$ cat config.mk
export PLATFORM = sky130hd
export DESIGN_NAME = l2_da_filter
export DESIGN_NICKNAME = d
export VERILOG_FILES = /design/src/rtl/l2_da_filter.sv
export SDC_FILE = /design/constraint.sdc
export NUM_CORES = 2
export LEC_CHECK = 0
export ABC_AREA = 1
export BUFFER_PORTS_ARGS = -buffer_cell sky130_fd_sc_hd__buf_4
export CELL_PAD_IN_SITES_DETAIL_PLACEMENT = 2
export CELL_PAD_IN_SITES_GLOBAL_PLACEMENT = 2
export CORE_MARGIN = 3
export CORE_UTILIZATION = 36
export CTS_BUF_LIST = sky130_fd_sc_hd__clkbuf_16
export DETAILED_ROUTE_END_ITERATION = 7
export GPL_TIMING_DRIVEN = 0
export PLACE_DENSITY = 0.81
export RECOVER_POWER = 100
export REMOVE_ABC_BUFFERS = 1
export SYNTH_ARGS = -nofsm -noshare
export SYNTH_HDL_FRONTEND = slang
export SYNTH_SLANG_ARGS = --single-unit
$ cat constraint.sdc
create_clock -name clk -period 4.94 [get_ports clk]
set_clock_uncertainty 0.15 [all_clocks]
set_input_delay 0.494 -clock clk [delete_from_list [all_inputs] [get_ports clk]]
set_output_delay 0.494 -clock clk [all_outputs]
set_load 0.005 [all_outputs]
$ cat src/rtl/l2_da_filter.sv
module l2_da_filter #(
  parameter int N_ENT = 16,
  parameter int IDX_W = 4,
  parameter int HBITS = 8
) (
  input  logic             clk,
  input  logic             rst_n,
  input  logic             da_valid,
  input  logic [47:0]      da,
  input  logic             wr_en,
  input  logic [1:0]       wr_kind,
  input  logic [IDX_W-1:0] wr_idx,
  input  logic [47:0]      wr_data,
  output logic             result_valid,
  output logic             match,
  output logic [IDX_W-1:0] match_idx,
  output logic             hash_hit
);
  localparam int TBL = 1 << HBITS;
  localparam int NW  = TBL / 16;

  logic [47:0]      addr_q [N_ENT];
  logic [47:0]      mask_q [N_ENT];
  logic [N_ENT-1:0] en_q;
  logic             hen_q;
  logic [TBL-1:0]   tbl_q;

  logic             s1_v;
  logic [47:0]      s1_da;
  logic [HBITS-1:0] s1_hidx;

  function automatic logic [31:0] crc_da(input logic [47:0] d);
    logic [31:0] c;
    logic [7:0]  oct;
    logic        fb;
    c = 32'hFFFF_FFFF;
    for (int b = 0; b < 6; b++) begin
      oct = d[47-8*b -: 8];
      for (int i = 0; i < 8; i++) begin
        fb = c[0] ^ oct[i];
        c  = c >> 1;
        if (fb) c = c ^ 32'hEDB8_8320;
      end
    end
    return c;
  endfunction

  logic [31:0] crc_now;
  assign crc_now = crc_da(da);

  always_ff @(posedge clk) begin
    if (!rst_n) begin
      for (int i = 0; i < N_ENT; i++) begin
        addr_q[i] <= '0;
        mask_q[i] <= '0;
      end
      en_q  <= '0;
      hen_q <= 1'b0;
      tbl_q <= '0;
    end else if (wr_en) begin
      case (wr_kind)
        2'd0: addr_q[wr_idx] <= wr_data;
        2'd1: mask_q[wr_idx] <= wr_data;
        2'd2: for (int w = 0; w < NW; w++)
                if (wr_idx == IDX_W'(w)) tbl_q[w*16 +: 16] <= wr_data[15:0];
        default: begin
          en_q  <= wr_data[N_ENT-1:0];
          hen_q <= wr_data[16];
        end
      endcase
    end
  end

  always_ff @(posedge clk) begin
    if (!rst_n) begin
      s1_v    <= 1'b0;
      s1_da   <= '0;
      s1_hidx <= '0;
    end else begin
      s1_v <= da_valid;
      if (da_valid) begin
        s1_da   <= da;
        s1_hidx <= crc_now[31 -: HBITS];
      end
    end
  end

  logic             any_hit;
  logic [IDX_W-1:0] hit_idx;

  always_comb begin
    any_hit = 1'b0;
    hit_idx = '0;
    for (int i = N_ENT - 1; i >= 0; i--) begin
      if (en_q[i] && (((s1_da ^ addr_q[i]) & ~mask_q[i]) == '0)) begin
        any_hit = 1'b1;
        hit_idx = IDX_W'(i);
      end
    end
  end

  logic hash_now;
  assign hash_now = hen_q & s1_da[40] & tbl_q[s1_hidx];

  always_ff @(posedge clk) begin
    if (!rst_n) begin
      result_valid <= 1'b0;
      match        <= 1'b0;
      match_idx    <= '0;
      hash_hit     <= 1'b0;
    end else begin
      result_valid <= s1_v;
      match        <= s1_v & any_hit;
      match_idx    <= (s1_v && any_hit) ? hit_idx : '0;
      hash_hit     <= s1_v & hash_now;
    end
  end
endmodule

==> flow_metrics.env <==
export IMPL_status="finished, violations left"
export IMPL_violations="max-capacitance violations, max-slew violations, negative setup slack"
export IMPL_die_area_um2=237000
export IMPL_synth_seq_cells=1873
export IMPL_grt_start_max_net_pins=160
export IMPL_ys_types=48
export IMPL_cp_slowest_stage_delay_ps=770
export IMPL_place_gp_congestion=0.819
export IMPL_worstPathRequired_ps=5560
export IMPL_drt_iter0_drc=9069
export IMPL_grt_pass1_vias=74700
export IMPL_tightest_slew_ps=1550
export IMPL_fin_setup_tns_ps=-11.5
export IMPL_core_area_um2=229000
export IMPL_synth_edff_count=1536
export IMPL_synthToLayoutAreaGrowth_pct=15.5
export IMPL_async_flop_share_pct=0
export IMPL_grt_pass1_wl_um=561000
export IMPL_crit_top_cell="nand2_1"
export IMPL_clkSlewWorstSetupHoldPaths_ps=80
export IMPL_crit_chain="buf_16 -> xnor2_1 -> o22ai_1 -> or4_1 -> nor3_1 -> nand4_1 -> nand2_1 -> nor2_1 -> nand4_1 -> nand2_1 -> inv_1 -> nand2_1 -> nor3b_1"
export IMPL_synth_most_common_cell="nor2_1"
export IMPL_cts_buffer_depth=3
export IMPL_slew_limit_headroom_pct=-3.24
export IMPL_maxSlewViolCount=24
export IMPL_yosys_top_cells_count="nor2_1 (1894), edfxtp_1 (1536), nand2_1 (768)"
export IMPL_ant_nets=0
export IMPL_cts_tree="done"
export IMPL_hpwl_um=219000
export IMPL_critPathArrivalTime_ps=5570
export IMPL_yosysWarnings=0
export IMPL_ir_worst_vdd_v=0.000428
export IMPL_synth_top_area_share_pct=55.5
export IMPL_cts_inserted_buffers=196
export IMPL_htreeDepth=4
export IMPL_die_h_um=487
export IMPL_holdCritPathClass="in2reg"
export IMPL_syn_area_um2=83100
export IMPL_setup_viol=1
export IMPL_final_core_util_pct=42.0
export IMPL_cts_sinks=1873
export IMPL_io_buffers=112
export IMPL_stdcell_count=11100
export IMPL_avgSynthCellArea_um2=10.4
export IMPL_initial_core_util_pct=36.4
export IMPL_synth_top_cell_by_area="edfxtp_1"
export IMPL_overflow=0
export IMPL_drt_pass1_iter_count=7
export IMPL_vias=68700
export IMPL_rows=175
export IMPL_die_w_um=487
export IMPL_grt_use_total_pct=32.7
export IMPL_cts_root_buffer="clkbuf_16"
export IMPL_slowest_stage="dfxtp_2"
export IMPL_clk_insertion_delay_late_ps=890
export IMPL_detailedPlace_worstSlack_ps=-173
export IMPL_timing_fmax_ghz=0.202
export IMPL_via_per_inst=6.18
export IMPL_routedWlPerCell_um=35.8
export IMPL_syn_inst=7978
export IMPL_fin_crit_ps=4950
export IMPL_drt_wl_total_um=397000
export IMPL_fin_nets=8032
export IMPL_dpl_cell_count=10700
export IMPL_post_route_period_util_pct=100
export IMPL_io_pin_count=113
export IMPL_p_per_area_nw_per_um2=447
export IMPL_critPathKind="reg2reg"
export IMPL_leakagePower_nw=35.0
export IMPL_rsz0062_at_grt="yes"
export IMPL_drv_cap=1
export IMPL_end_kind="flip-flop"
export IMPL_cp_max_fo=10
export IMPL_whs_ps=38.8
export IMPL_synth_area_leaders="edfxtp_1 (55%), nor2_1 (8.6%), dfxtp_1 (8.1%)"
export IMPL_drive_gt1_share_pct=10.7
export IMPL_route_detailed_drc=0
export IMPL_layout_setup_ws_ps=-11.5
export IMPL_synth_ff_type="edfxtp_1"
export IMPL_antenna_found_initial=15
export IMPL_hold_viol_final=0
export IMPL_start_kind="flip-flop"
export IMPL_seq_area_frac_synth_pct=63.6
[worst max-delay path, delay by kind of cell (launching register included)]
family	cells	cell delay [ps]
AND/OR/NAND/NOR	9	3120
XOR/XNOR	1	190
flip-flops	1	770
AO/OA/AOI/OAI	1	170
buffers and inverters	2	410
[layout by cell type, fill, tap and decap left out, types with 129 or more instances in the layout]
cell type	instances
dfxtp_1	286
xnor2_1	667
nand2_2	144
o22ai_1	352
o21ai_0	592
a21oi_1	378
nor2_1	1894
edfxtp_1	1536
buf_12	129
inv_1	237
nand3_1	223
nand2_1	704
clkbuf_16	201
[logic make-up after synthesis]
kind of cell	synth area share (%)
DFF	63.6
xor gates and xnor gates	7.58
buffers and inverters	3.97
AOI/OAI and AO/OA	9.05
and+or+nand+nor	15.8
[layer usage]
| metal | wire length, um | up-vias | global-route usage, % |
|---|---|---|---|
| met2 | 188000 | 4596 | 54.1 |
| met4 | 32500 | 10 | 22.9 |
| met3 | 38600 | 1738 | 6.97 |
| met1 | 138000 | 35200 | 37.9 |
| li1 | - | 27100 | - |
| met5 | 85 | - | 0 |
[per-stage QoR]
stage               total power, mW  instance area (um2)
floorplan                      24.0                80800
global placement               26.7                85400
detailed placement             27.5                89000
CTS                            42.3                95900
global route                   44.2                96000
finish                         42.9                96000
[worst paths after layout]
check	cells after the start	from	slack [ps]	endpoint
max	13	s1_da[23]	-10	match_idx[1]
min	3	wr_data[30]	40	addr_q[1][30]
max reg2reg	13	s1_da[23]	-10	match_idx[1]
min reg2reg	2	en_q[12]	310	en_q[12]
[power breakdown]
group	leakage [nW]	switching, mW	total, mW	internal [mW]
logic	14.5	6.33	9.16	2.83
registers	17.3	0.839	18.7	17.8
clock network	3.17	7.36	15.1	7.75
[area by class of cell]
type / count / area [um2]
antenna: 9 / 22.5
clock buffer: 201 / 5030
clock inverter: 163 / 1010
fill: 23200 / 133000
inverter: 252 / 1010
multi-input combinational: 5245 / 27200
sequential: 1873 / 52900
tap: 3009 / 3760
timing repair buffer: 358 / 5010
[timing repair]
| action | CTS | global route |
|---|---|---|
| setup endpoints to repair | 2 | 35 |
| pin swaps | 0 | 1 |
| resized for setup | 4 | 7 |
| setup buffers | 0 | 2 |
| hold buffers | 82 | 0 |
| hold endpoints to repair | 317 | 0 |
[registers in the layout, indices dropped and copies added, names as in the netlist]
register	cells
addr_q	768
mask_q	768
tbl_q	256
s1_da	48
en_q	16
s1_hidx	8
match_idx	4
hash_hit	1
hen_q	1
match	1
result_valid	1
s1_v	1
Power figures use the tool's default switching activity.
